[config.mk]
export PLATFORM = sky130hd
export DESIGN_NAME = taus3_urng
export DESIGN_NICKNAME = d
export VERILOG_FILES = /design/src/rtl/taus3_urng.sv
export SDC_FILE = /design/constraint.sdc
export NUM_CORES = 1
export LEC_CHECK = 0
export BUFFER_PORTS_ARGS = -buffer_cell sky130_fd_sc_hd__buf_4
export CAP_MARGIN = 15
export CORE_ASPECT_RATIO = 1.5
export CORE_MARGIN = 3
export CORE_UTILIZATION = 50
export CTS_BUF_LIST = sky130_fd_sc_hd__clkbuf_16
export DETAILED_ROUTE_END_ITERATION = 12
export PLACE_DENSITY = 0.84
export SLEW_MARGIN = 5
export SYNTH_ARGS = -nofsm -noshare
export SYNTH_HDL_FRONTEND = slang
export SYNTH_SLANG_ARGS = --single-unit
[constraint.sdc]
create_clock -name clk -period 3.6 [get_ports clk]
set_input_delay 0.36 -clock clk [delete_from_list [all_inputs] [get_ports clk]]
set_output_delay 0.36 -clock clk [all_outputs]
set_load 0.02 [all_outputs]
[src/rtl/taus3_urng.sv]
module taus3_urng #(
  parameter logic [31:0] DEF_A = 32'h1234_5678,
  parameter logic [31:0] DEF_B = 32'h9ABC_DEF0,
  parameter logic [31:0] DEF_C = 32'h0F1E_2D3C
) (
  input  logic        clk,
  input  logic        rst_n,
  input  logic        seed_we,
  input  logic [31:0] seed_a,
  input  logic [31:0] seed_b,
  input  logic [31:0] seed_c,
  input  logic        step_en,
  output logic [31:0] rnd_out,
  output logic        rnd_vld
);
  localparam logic [31:0] MIN_A = 32'd2;
  localparam logic [31:0] MIN_B = 32'd8;
  localparam logic [31:0] MIN_C = 32'd16;

  logic [31:0] st_a, st_b, st_c;
  logic [31:0] nx_a, nx_b, nx_c;
  logic [31:0] fb_a, fb_b, fb_c;
  logic [31:0] ld_a, ld_b, ld_c;
  logic        adv;

  assign fb_a = ((st_a << 13) ^ st_a) >> 19;
  assign fb_b = ((st_b << 2)  ^ st_b) >> 25;
  assign fb_c = ((st_c << 3)  ^ st_c) >> 11;

  assign nx_a = ((st_a & 32'hFFFF_FFFE) << 12) ^ fb_a;
  assign nx_b = ((st_b & 32'hFFFF_FFF8) << 4)  ^ fb_b;
  assign nx_c = ((st_c & 32'hFFFF_FFF0) << 17) ^ fb_c;

  assign ld_a = (seed_a < MIN_A) ? seed_a + MIN_A : seed_a;
  assign ld_b = (seed_b < MIN_B) ? seed_b + MIN_B : seed_b;
  assign ld_c = (seed_c < MIN_C) ? seed_c + MIN_C : seed_c;

  assign adv = step_en && !seed_we;

  always_ff @(posedge clk or negedge rst_n) begin
    if (!rst_n) begin
      st_a    <= DEF_A;
      st_b    <= DEF_B;
      st_c    <= DEF_C;
      rnd_out <= '0;
      rnd_vld <= 1'b0;
    end else if (seed_we) begin
      st_a    <= ld_a;
      st_b    <= ld_b;
      st_c    <= ld_c;
      rnd_vld <= 1'b0;
    end else if (adv) begin
      st_a    <= nx_a;
      st_b    <= nx_b;
      st_c    <= nx_c;
      rnd_out <= nx_a ^ nx_b ^ nx_c;
      rnd_vld <= 1'b1;
    end else begin
      rnd_vld <= 1'b0;
    end
  end

  // a step produces a valid word on the next edge equal to the combined state
  p_step_valid_r5: assert property (@(posedge clk) disable iff (!rst_n)
    adv |=> (rnd_vld && rnd_out == (st_a ^ st_b ^ st_c)));

  // idle cycle keeps state and output
  p_idle_hold_r6: assert property (@(posedge clk) disable iff (!rst_n)
    (!step_en && !seed_we) |=> (!rnd_vld && $stable(rnd_out) && $stable(st_a)
                                && $stable(st_b) && $stable(st_c)));

  // a seed load never yields a valid word and leaves the output alone
  p_seed_quiet_r7: assert property (@(posedge clk) disable iff (!rst_n)
    seed_we |=> (!rnd_vld && $stable(rnd_out)));

  // a loaded state keeps the high bits of a seed already above its threshold
  p_seed_keep_r7: assert property (@(posedge clk) disable iff (!rst_n)
    (seed_we && seed_a >= MIN_A) |=> st_a == $past(seed_a));

  // no component is ever in its lock-up region
  p_state_live_r8: assert property (@(posedge clk) disable iff (!rst_n)
    (st_a >= MIN_A) && (st_b >= MIN_B) && (st_c >= MIN_C));
endmodule

[After elaboration in Yosys (flattened, before gate mapping)]
Cells that the tools add are included.
Word-level totals
  logic and storage cells: 35
  output and inout port bits: 33
  flip-flop bits (word level): 129
  bits of input ports: 100
Operators by class
  mux-type cells: 11
  reduce and logical (&&, ||, !) cells: 4
  bitwise gates (word level): 9
  $add $sub $neg: 3
  magnitude comparators: 3
Operators by type and width (number)
  2-to-1 mux 32 bit: 9
  XOR 32 bit: 5
  adder 32 x 2 -> 32 bit, second input constant: 1
  adder 32 x 4 -> 32 bit, second input constant: 1
  adder 32 x 5 -> 32 bit, second input constant: 1
  < comparator 32 x 2 -> 1 bit, second input constant: 1
  < comparator 32 x 4 -> 1 bit, second input constant: 1
  < comparator 32 x 5 -> 1 bit, second input constant: 1
  XOR 32 x 13 -> 32 bit: 1
  XOR 32 x 21 -> 32 bit: 1
  XOR 32 x 7 -> 32 bit: 1
  2-to-1 mux 1 bit: 2
  AND reduction 2 bit: 1
  nonzero test 2 bit: 1
  logical AND 1 bit: 1
  logical NOT 1 bit: 1
  inverter 1 bit: 1

[Depth between registers and ports, before layout]
Gate-level depths: netlist of run 1.
  depth in word-level cells: 4
  depth in mapped cells: 6
  gate-level depth less buffers: 6

[Worst setup path before layout of run 1]
No wires, ideal clock.
  path kind: register -> register
  from: reg st_b[27]
  to: reg rnd_out[4]
  setup time: 0.117 ns
  cell stages (with the launch flop): 6
  buffers on the path: 1
  setup slack: 2.275 ns
  clock period less this slack: 1.325 ns
  data arrival time: 1.208 ns
  data required time: 3.483 ns
  path through: dfstp_2 clkbuf_2 xnor2_2 xnor3_1 nand2_1 nand2_1
Between the ends
  cells in the longest elaborated chain, start to end: 4
RTL lines
  start: declaration: RTL line 20  | logic [31:0] st_a, st_b, st_c;
  start signal: assignment: RTL line 49  | st_b <= ld_b;
  start signal: assignment: RTL line 54  | st_b <= nx_b;
  XOR 32 bit: RTL line 27  | assign fb_b = ((st_b << 2) ^ st_b) >> 25;
  XOR 32 x 7 -> 32 bit: RTL line 31  | assign nx_b = ((st_b & 32'hFFFF_FFF8) << 4) ^ fb_b;
  XOR 32 bit (2 in a row): RTL line 56  | rnd_out <= nx_a ^ nx_b ^ nx_c;
  end signal: assignment: RTL line 56
  end: declaration: RTL line 13  | output logic [31:0] rnd_out,
No other way between the ends.
A chain may end at the register's enable or synchronous reset.

[Worst setup path in the final report of run 1]
  from: reg st_a[10]
  to: reg rnd_out[4]
Between the ends
  cells in the longest elaborated chain, start to end: 4
RTL lines
  start: declaration: RTL line 20
  start signal: assignment: RTL line 48  | st_a <= ld_a;
  start signal: assignment: RTL line 53  | st_a <= nx_a;
  XOR 32 bit: RTL line 26  | assign fb_a = ((st_a << 13) ^ st_a) >> 19;
  XOR 32 x 13 -> 32 bit: RTL line 30  | assign nx_a = ((st_a & 32'hFFFF_FFFE) << 12) ^ fb_a;
  XOR 32 bit (2 in a row): RTL line 56
No other way between the ends.

==> results of run 1 <==
[power groups by stage]
stage | registers [mW] | logic [mW] | clock network, mW
global placement | 1.87 | 1.30 | 0
floorplan | 1.97 | 0.668 | 0
CTS | 1.86 | 1.34 | 1.66
global route | 1.89 | 1.45 | 1.72
detailed placement | 1.88 | 1.33 | 0
finish | 1.87 | 1.34 | 1.64
[worst max-delay path, stage by stage (launching register included)]
cell and delay, ns:
dfstp_2 0.62, xnor2_1 0.17, xnor3_1 0.47, nand2_1 0.09, nand2_1 0.06
[registers in the layout (all words and copies together) (netlist names)]
register	cells
st_b	29
rnd_out	32
st_a	31
rnd_vld	1
st_c	28
[cells in the mapped netlist]
master / number / area, um2
clkbuf_2: 3 / 15.0
o21ai_0: 74 / 370
nor2_1: 17 / 63.8
nor3_1: 3 / 15.0
xnor3_1: 3 / 67.6
mux2i_1: 55 / 551
nand2b_1: 1 / 6.26
xnor2_1: 81 / 709
a211o_1: 2 / 17.5
nand4_1: 2 / 12.5
dfrtp_1: 75 / 1880
nor4b_1: 1 / 8.76
a21oi_1: 16 / 80.1
and4_1: 5 / 43.8
nor4_1: 18 / 113
inv_1: 3 / 11.3
a21o_1: 2 / 15.0
buf_4: 8 / 60.1
nand3_1: 2 / 10.0
nand2_1: 143 / 537
o21ai_1: 58 / 290
and3_1: 1 / 6.26
ha_1: 4 / 50.1
clkbuf_1: 16 / 60.1
dfstp_2: 46 / 1210
xnor2_2: 1 / 16.3
xor2_1: 17 / 149
buf_2: 16 / 80.1
a31oi_1: 5 / 31.3
[layer usage]
metal / share of wire [%] / global-route usage (%) / vias to the layer above
met5: 0 / 0 / -
met1: 39 / 29.8 / 2559
met3: 5.1 / 4.84 / 48
li1: - / - / 2518
met4: 3.8 / 11.1 / 0
met2: 52 / 42.0 / 205
[stage by stage]
stage | instances | hold WS [ns] | setup slack, ns | power [mW]
2_1_floorplan | 678 | 0.0644 | 2.28 | 2.64
3_3_place_gp | 918 | 0.455 | 1.86 | 3.17
3_5_place_dp | 918 | 0.459 | 1.84 | 3.21
4_1_cts | 950 | 0.0891 | 2.09 | 4.86
5_1_grt | 950 | 0.119 | 2.02 | 5.06
6_report | 950 | 0.0598 | 2.08 | 4.85
[worst min-delay path by stage]
stage                       end  slack (ns)       start  depth (start not counted)
global placement     rnd_out[4]        0.46  rnd_out[4]                          2
finish                  st_b[3]        0.06       rst_n                          1
CTS                     st_b[3]        0.09       rst_n                          1
detailed placement   rnd_out[6]        0.46  rnd_out[6]                          2
floorplan            rnd_out[0]        0.06       rst_n                          0
global route        rnd_out[12]        0.12       rst_n                          1
[area by class of cell]
type	count	area (um2)
sequential	121	3090
tap	156	195
inverter	3	11.3
timing repair buffer	127	991
clock buffer	17	425
fill	1014	4550
multi-input combinational	511	3170
clock inverter	15	146
[logic make-up (layout without fill, tap and decap cells)]
| logic type | count (synthesis) | in the layout |
|---|---|---|
| fa+ha+maj | 4 | 4 |
| simple gates | 193 | 193 |
| compound gates | 157 | 157 |
| flops | 121 | 121 |
| xor+xnor | 102 | 102 |
| buf+inv | 46 | 162 |
| mux | 55 | 55 |
==> impl_summary.md, run 1 <==
Worst setup path
The data arrival time at the worst-slack endpoint is 1.82 ns. The startpoint of the worst register-to-register path is st_a[10]. The worst setup path startpoint is st_a[10]. The worst setup path is captured at a flip-flop. The most critical setup path has its endpoint at rnd_out[4]. The number of cell instances on the worst register-to-register path is 4. The worst setup path is of the flip-flop to flip-flop kind.

The largest driver fanout on the critical path is 4. The worst register-to-register path ends at rnd_out[4]. At the worst endpoint, the required time is 3.90 ns. The element type at the critical path start is a flip-flop.

The setup check on the worst reg-to-reg path leaves a slack of 2.08 ns.

Clock network
The clock tree synthesis step divided the H-tree into 4 levels. The buffers inserted during post-CTS setup optimization is 0. The cell chosen for the clock root is clkbuf_16.

Clock tree synthesis inserted a total of 17 buffers. The TritonCTS clock tree is yes. The clock drives 121 sinks. The total of cells resized after clock tree synthesis is 0. Hold repair after CTS inserted 0 buffers. The clock transition at the register clock pins on the worst setup and hold paths after CTS is 0.05 ns. At the later pin of the worst-skew pair, clock insertion delay measures 0.42 ns.

The clock passes through at most 2 buffers.

Detailed routing
For this run, design rule violations remaining after detail routing come to 0. The number of DRC markers after the initial detailed-route iteration is 426. After detailed routing, the number of vias per cell comes to 5.61. For this block, the routed nets add up to 17.4 mm of wire. The pre-antenna-repair detailed-routing pass consisted of 5 iterations. In the final routed layout, each cell accounts on average for 18.3 um.

The final route contains 5330 vias. The count of nets left with antenna violations once routing finished came out at 0.

Layout
At the end of the flow the core is filled with cells to 63.8%. Compared with the post-synthesis result, the final layout area differs by 23.9%. In the layout the commonest cells are nand2_1, buf_4, xnor2_1. At the end of the flow, the number of nets in the layout was 885. The share of post-route cells with drive strength above 1 is 25.2%. Summing all non-filler instances in the final layout gives an area of 0.00802 mm2. The commonest non-fill, non-tap cell in the layout is nand2_1. The repair_antennas step left the layout with diodes totalling 0.

Yosys
Summing the areas of all and, or, nand and nor instances in the mapped netlist gives 12.6% of the synthesized area. The number of warnings issued by yosys is 0. The largest family of logic cells by synthesized area is XOR/XNOR gates. The gate count of the mapped netlist is 678. Summing the areas of all fa, ha and maj instances in the mapped netlist gives 0.773% of the synthesized area. The synthesized netlist devotes 12.4% of its cell area to compound gates. The average footprint of a synthesized cell is 9.55 um2. Counting flops and latches in the post-synthesis netlist gives 121.

Summing every instance area after synthesis gives 0.00647 mm2. The net count after synthesis is 782. Counting distinct cell types in the post-synthesis netlist gives 29. In the synthesized netlist, mux cells make up 8.50% of the area. Summing the areas of all xor and xnor instances in the mapped netlist gives 14.6% of the synthesized area. For this run, the register share of the synthesized area comes to 47.7%.

Flow run
The tool flagged a number of max-cap violations equal to 0.

GRT
The initial antenna violation count is 0. Global routing finished with a remaining overflow of 0. The via count of the first global-routing pass is 5308. The first-pass GRT wire length is 27.3 mm.

Global routing consumed, over all layers together, 24.6% of the routing resources. The pin count of the biggest net entering global routing is 179.

STA
The count of endpoints failing hold in the final timing report was 0. Setup violations remaining at the end of the flow were counted as 0. Setup repair after global routing left no endpoint under its margin. The worst slew margin relative to its limit is 36.0%. The accumulated negative setup slack is 0 ns. Counting I/O delays and the setup requirement, the final critical path takes 1.52 ns.

The final number of max-transition violations is 0. The worst-case clock skew is 0.00919 ns. The highest clock rate is 0.657 GHz. In the finished design, the share of the clock period the worst path needs comes to 42.3%. The transition time of the tightest slew-check pin is 0.959 ns.

Floorplanning
Once the floorplan was initialized, standard cells occupied 51.5% of the core. The area of the placeable core is 0.0126 mm2. The die height is 145 um. In this run the core area contains 50 standard-cell rows.

The die covers 0.0144 mm2. The width of the die is 98.9 um. 133 I/O pins were placed.

Power and ir drop
The part of the total power dissipated in the clock network is 33.9%. Summed over all cells, the static leakage comes to 3.61 nW. The internal portion of the total power is 3.32 mW. The power density over cell area is 605 mW/mm2.

The largest voltage drop on the vdd net is 0.412 mV. Of the total power, combinational logic draws 27.7%. Registers are responsible for 38.4% of the overall power. In this run switching power makes up 31.7% of total power. For this design the total switching power over the nets is 1.54 mW.

Place
The total cell area at the placement stage is 0.00745 mm2. In this run the tool buffered the top-level ports with 124 buffer cells. The estimated wirelength of the detail-placed design is 12.9 mm.

The congestion estimate from routability-driven global placement came to 0.915.

Min path
The path category of the worst min-delay check is primary input to asynchronous set/reset pin.

Status
The run finished with clean final reports.
Power figures use the tool's default switching activity.
==> run 2: changes to the inputs <==
--- a/config.mk
+++ b/config.mk
@@ -12,7 +12,7 @@
 export CORE_UTILIZATION = 50
 export CTS_BUF_LIST = sky130_fd_sc_hd__clkbuf_16
 export DETAILED_ROUTE_END_ITERATION = 12
-export PLACE_DENSITY = 0.84
+export PLACE_DENSITY = 0.87
 export SLEW_MARGIN = 5
 export SYNTH_ARGS = -nofsm -noshare
 export SYNTH_HDL_FRONTEND = slang
==> constraint.sdc (replaced) <==
create_clock -name clk -period 1.29 [get_ports clk]
set_input_delay 0.129 -clock clk [delete_from_list [all_inputs] [get_ports clk]]
set_output_delay 0.129 -clock clk [all_outputs]
set_load 0.02 [all_outputs]
==> impl_summary.md, run 2 (synthesis gave the netlist of run 1 again) <==
Place
The last weighted congestion value of the routability-driven placer is 0.940. Detailed placement ended at an HPWL of 14.3 mm. The worst slack at placement is -0.0850 ns.

The post-placement cell count is 963. The number of port buffers is 124.

Min path
The worst hold path belongs to the class primary input to flip-flop.

STA
The smallest setup slack after layout is -0.240 ns. Setup repair after global routing could not meet its margin everywhere. The transition time of the tightest slew-check pin is 0.626 ns.

The time the final worst path needs with I/O delays and setup is 1.53 ns. The post-route fraction of the period consumed by the critical path is 119%. Across the routed clock network, the largest skew measured is 0.0162 ns. The final setup violation count is 37. The count of endpoints failing hold in the final timing report was 3. Hold timing on the final database bottoms out at a slack of -0.0172 ns. Timing would allow up to 0.654 GHz.

The final number of max-transition violations was 0. In this run the tightest slew margin relative to its limit is 58.0%.

Flow run
The count of max-cap constraint violations is 0.

Layout
The filler cells instantiated in the layout total 620. The largest registers in the layout are rnd_out x32, st_a x31, st_b x29. The library cells used most frequently in the layout, excluding fill and tap cells, are buf_4, nand2_1, dlygate4sd3_1. The commonest non-fill, non-tap cell in the layout is buf_4. The register with the highest flop count is rnd_out. The count of antenna diodes in the layout is 0.

The post-route netlist has 35.4% of its cells at a drive strength greater than 1. The net total in the final layout is 1012. The number of flip-flops in the largest register is 32. For this run, the number of standard cells in the final layout without fillers is 1077. The relative area change from synthesis to final layout is 51.2%.

Worst setup path
In this run the worst path has a maximum fanout of 4. On the worst path, the slowest cell contributes a delay of 0.71 ns. For the worst setup path, the data required time is 1.59 ns. The slowest stage of the critical path belongs to the cell dfstp_2. The setup path with the least slack is of type flip-flop to flip-flop. The element type at the critical path start is a flip-flop. Walking the worst path, the cells encountered are xnor2_2 -> xnor2_2 -> xnor2_1 -> o21ai_0. The number of buffers and inverters on the critical path is 0. The kind of cell with the highest combined delay along the critical path is flip-flops.

The library cell appearing most often on the critical path is xnor2_2. The critical path capture point type is a flip-flop. The data arrival time at the worst-slack endpoint is 1.83 ns.

Clock network
The largest buffer count on any clock path is 2. The clock transition at the register clock pins on the worst setup and hold paths after CTS is 0.05 ns. The CTS buffer count is 17. The cell chosen for the clock root is clkbuf_16. The latest clock arrival within the worst-skew pair is 0.44 ns.

In this run the number of H-tree levels came out at 4. CTS saw 121 sinks. TritonCTS built the clock tree.

Power and ir drop
The largest voltage drop on the vdd net is 1.13 mV. Internal power comes to 9.80 mW. The net switching power of the design is 5.38 mW. The relative contribution of combinational cells to total power is 34.1%. Net switching is 35.5% of the power. The standby leakage power is 4.42 nW. Dividing total power by cell area gives a power density of 1550 mW/mm2. Of the total power, registers draw 35.5%. The part of the total power dissipated in the clock network is 30.4%.

Detailed routing
The average detailed-routed wire length per instance is 26.2 um. The remaining number of nets flagged by the antenna check after routing is 0. The number of DRC markers after the initial detailed-route iteration is 943. The via count normalized by instance count is 6.47.

For this block, the via count after detailed routing is 6963. The final wirelength is 28.2 mm. The number of detailed-route iterations in the first pass is 5. The detailed-route DRC error count is 0.

GRT
The via count of the first global-routing pass was 6595. The all-layer global routing usage is 33.5%. The first-pass GRT wire length is 36.5 mm.

The initial antenna violation count is 0. The pin count of the biggest net entering global routing is 62. The total congestion overflow is 0.

Floorplanning
The standard-cell row count is 50. The area of the placeable core is 0.0126 mm2. Once the floorplan was initialized, standard cells occupied 51.5% of the core. The top-level I/O count is 133.

Measured along the x axis, the die boundary spans 98.9 um. The die height is 145 um. The floorplan step defined a die boundary enclosing 0.0144 mm2.

Status
The run finished, with violations left. The final reports fail on negative hold slack, negative setup slack.
-- run 2: changes by cell type in the layout (fill, tap and decap cells not counted), sizes merged --
cell         change
buf             +52
bufinv           -1
clkinv           +1
dlygate4sd3     +75
-- run 2: through the flow --
stage	power (mW)	cell area, um2	setup TNS [ns]	util (%)
global route	15.6	9790	-3.21	77.9
CTS	14.0	9310	-0.211	74.0
detailed placement	9.26	7860	-0.526	62.5
floorplan	7.37	6480	-0.00504	-
finish	15.2	9790	-2.47	77.9
global placement	9.11	7860	-0.0927	62.5
-- run 2: area by class of cell --
class                           count  area, um2  share of cell area, %
Inverter                            3       11.3                  0.115
Multi-Input combinational cell    511       3730                   38.1
Tap cell                          156        195                   1.99
Sequential cell                   121       3090                   31.5
Timing Repair Buffer              254       2220                   22.7
Clock inverter                     15        123                   1.25
Clock buffer                       17        425                   4.34
-- run 2: worst paths after layout --
path / from / end / slack, ns / depth (start not counted)
worst max-delay path: st_c[8] / rnd_out[0] / -0.24 / 4
worst min-delay path: seed_b[4] / st_b[4] / -0.02 / 3
worst max register to register: st_c[8] / rnd_out[0] / -0.24 / 4
worst min register to register: rnd_out[13] / rnd_out[13] / 0.48 / 2
max in group asynchronous: rst_n / st_c[10] / 0.53 / 3
min in group asynchronous: rst_n / rnd_out[24] / 0.09 / 2
-- run 2: power by group through the flow --
stage               clock network [mW]  registers, mW  logic (mW)
global placement                     0           5.20        3.90
CTS                               4.45           5.23        4.36
global route                      4.74           5.42        5.40
finish                            4.61           5.39        5.18
detailed placement                   0           5.24        4.02
floorplan                            0           5.51        1.87
-- run 2: tightest hold or removal path: cells and delay by family --
| family | cells | cell delay [ns] |
|---|---|---|
| compound gates | 2 | 0.16 |
| buf+inv | 1 | 0.09 |
-- run 2: timing repair --
| item | CTS | global route |
|---|---|---|
| setup buffers | 2 | 8 |
| endpoints found under the hold margin | 153 | 0 |
| hold buffers | 75 | 0 |
| setup endpoints to repair | 14 | 32 |
| resized for setup | 20 | 86 |
| pin swaps | 12 | 42 |
-- run 2: per-layer routing --
metal / global-route usage [%] / vias to the layer above / part of all wire, %
met1: 39.1 / 3272 / 32
met5: 0 / - / 0
met4: 21.9 / 0 / 10
met3: 8.68 / 237 / 12
met2: 53.8 / 687 / 45
li1: - / 2767 / -
==> run 3: changes to the inputs <==
--- a/config.mk
+++ b/config.mk
@@ -8,7 +8,7 @@
 export BUFFER_PORTS_ARGS = -buffer_cell sky130_fd_sc_hd__buf_4
 export CAP_MARGIN = 15
 export CORE_ASPECT_RATIO = 1.5
-export CORE_MARGIN = 3
+export CORE_MARGIN = 5
 export CORE_UTILIZATION = 50
 export CTS_BUF_LIST = sky130_fd_sc_hd__clkbuf_16
 export DETAILED_ROUTE_END_ITERATION = 12
==> impl_summary.md, run 3 (synthesis gave the netlist of run 1 again) <==
Worst setup path
Data on the critical path is required at its endpoint by 1.60 ns. The largest driver fanout on the critical path is 2. The element type at the critical path start is a flip-flop. At the worst endpoint, the arrival time is 1.88 ns. The worst setup path is captured at a flip-flop.

The kind of critical path is flip-flop to flip-flop.

Clock network
Clock tree synthesis selected as its root buffer the cell clkbuf_16. The tree built by TritonCTS fans out to 121 sinks. Counting the buffers created by CTS gives 17. The count of H-tree levels built during CTS is 4. At the later pin of the worst-skew pair, clock insertion delay measures 0.43 ns. The clock transition at the register clock pins on the worst setup and hold paths after CTS is 0.06 ns. The largest buffer count on any clock path is 2. The TritonCTS clock tree is yes.

STA
The count of endpoints failing hold in the final timing report came to 0. For the pin with the worst max-slew slack, the measured transition is 0.456 ns. The final number of max-transition violations is 0. The worst pin sits at a relative slew slack of 69.3%. The final setup violation count is 19. Dividing the final minimum period by the clock period gives 122%. The highest clock rate is 0.635 GHz. Setup repair after global routing could not meet its margin everywhere.

The time the final worst path needs with I/O delays and setup is 1.58 ns. Clock skew on the completed layout was measured at 0.0186 ns. Across all setup checks in the final design, the least slack found is -0.285 ns.

Floorplanning
The die height is 149 um. 133 I/O pins were placed. The core region is 0.0128 mm2.

The die footprint is 0.0154 mm2. The die is 103 um wide. The initialized floorplan defines 51 standard-cell rows. For this configuration, the core starts out at a cell density of 50.5%.

Layout
The number of flip-flops in the largest register is 32. The largest registers in the layout are rnd_out x32, st_a x31, st_b x29. In the layout the commonest cells are buf_4, nand2_1, dfrtp_1. In the final design database the tool counted 1010 nets. From synthesis to final layout, the design area changed by 52.4%. More flip-flops sit in one register than any other, and that register is rnd_out. The share of post-route cells with drive strength above 1 is 35.3%. Leaving out fill and tap cells, the most frequent cell in the layout is buf_4. The share of the core filled with cells is 76.9%. The fill cell instance count of the final layout is 675.

Detailed routing
The detailed-route DRC error count is 0. For this block, the via count after detailed routing is 6810. For this block, the initial DRC count from the detailed router was 856. The average detailed-routed wire length per instance is 25.1 um. The remaining number of nets flagged by the antenna check after routing is 0.

The number of detailed-route iterations in the first pass is 8. The final wirelength is 27.1 mm. Using the TritonRoute via totals, the vias-per-cell ratio works out to 6.31.

GRT
The first global-routing pass estimated 36.6 mm of wire. For met2 alone, demand over resource in global routing was 51.7%. The via count of the first global-routing pass was 6784. The initial antenna violation count is 1. Global routing used 36.7% of the available met1 tracks. The routing layer with the top usage in global route is met2. Entering global routing, the biggest net connects 86 pins. The all-layer global routing usage is 32.1%. The total congestion overflow is 0. The met3 capacity usage during global routing is 6.41%.

Place
The congestion estimate from routability-driven global placement came to 0.936. OpenSTA, run right after detailed placement, puts the worst setup slack at -0.0774 ns. The number of port buffers is 124. The wire-length estimate of the detail-placed layout is 14.4 mm.

Status
The flow ran to the end, but the final reports show violations. The checks that failed: negative setup slack.

Power and ir drop
IR analysis of the VDD net gives a maximum drop of 0.965 mV. For this design the ratio of total power to cell area is 1520 mW/mm2. The standby leakage power is 4.45 nW.

Flow run
Max-cap violations in this run came to 0.

Min path
The path class of the tightest hold or removal check is primary input to flip-flop.
[run 3: path summary, 6_finish.rpt]
kind                       startpoint         end  slack [ns]  cells past startpoint
max                          st_a[11]  rnd_out[5]       -0.29                      4
min                         seed_b[4]     st_b[4]        0.01                      3
max reg2reg                  st_a[11]  rnd_out[5]       -0.29                      4
min reg2reg                rnd_out[4]  rnd_out[4]        0.48                      2
max in group asynchronous       rst_n    st_a[10]        0.49                      3
min in group asynchronous       rst_n     st_b[3]        0.18                      2
[run 3: per-stage QoR]
| stage | power, mW | setup TNS (ns) | hold WS (ns) | instance area, um2 | cells |
|---|---|---|---|---|---|
| 2_1_floorplan | 7.37 | -0.00504 | -0.167 | 6480 | 678 |
| 3_3_place_gp | 9.13 | -0.0838 | 0.0818 | 7890 | 969 |
| 3_5_place_dp | 9.26 | -0.312 | 0.0816 | 7890 | 969 |
| 4_1_cts | 14.1 | -0.162 | 0.000495 | 9340 | 1077 |
| 5_1_grt | 15.5 | -2.38 | 0.0232 | 9870 | 1079 |
| 6_report | 15.0 | -1.49 | 0.0111 | 9870 | 1079 |
[run 3: report_power, final]
part	total (mW)	internal, mW	switching, mW
Sequential	5.37	4.59	0.775
Clock	4.61	2.80	1.81
Combinational	5.04	2.43	2.61
Total	15.0	9.82	5.19
[run 3: worst max-delay path, stage by stage, from the launching register on]
cell	delay, ns
dfrtp_1	0.44
xnor2_2	0.30
xnor3_1	0.50
nand2_1	0.13
nand2_1	0.08
[run 3: final cells by class]
cell class                      count  area (um2)  share of cell area (%)
Multi-Input combinational cell    511        3760                    38.2
Sequential cell                   121        3090                    31.3
Timing Repair Buffer              252        2240                    22.7
Clock buffer                       17         425                    4.31
Tap cell                          159         199                    2.02
Clock inverter                     15         136                    1.38
Inverter                            3        11.3                   0.114
Antenna cell                        1        2.50                  0.0254
[run 3: what timing repair did]
item / CTS / global route
resized for setup: 20 / 84
gates cloned: 0 / 0
setup endpoints to repair: 11 / 30
pin swaps: 10 / 34
endpoints found under the hold margin: 154 / 1
hold buffers: 74 / 1
setup buffers: 2 / 7
[run 3: layer usage]
| layer | up-vias | wire [um] |
|---|---|---|
| li1 | 2769 | - |
| met1 | 3225 | 8730 |
| met2 | 621 | 13200 |
| met3 | 195 | 2850 |
| met4 | 0 | 2300 |
| met5 | - | 0 |
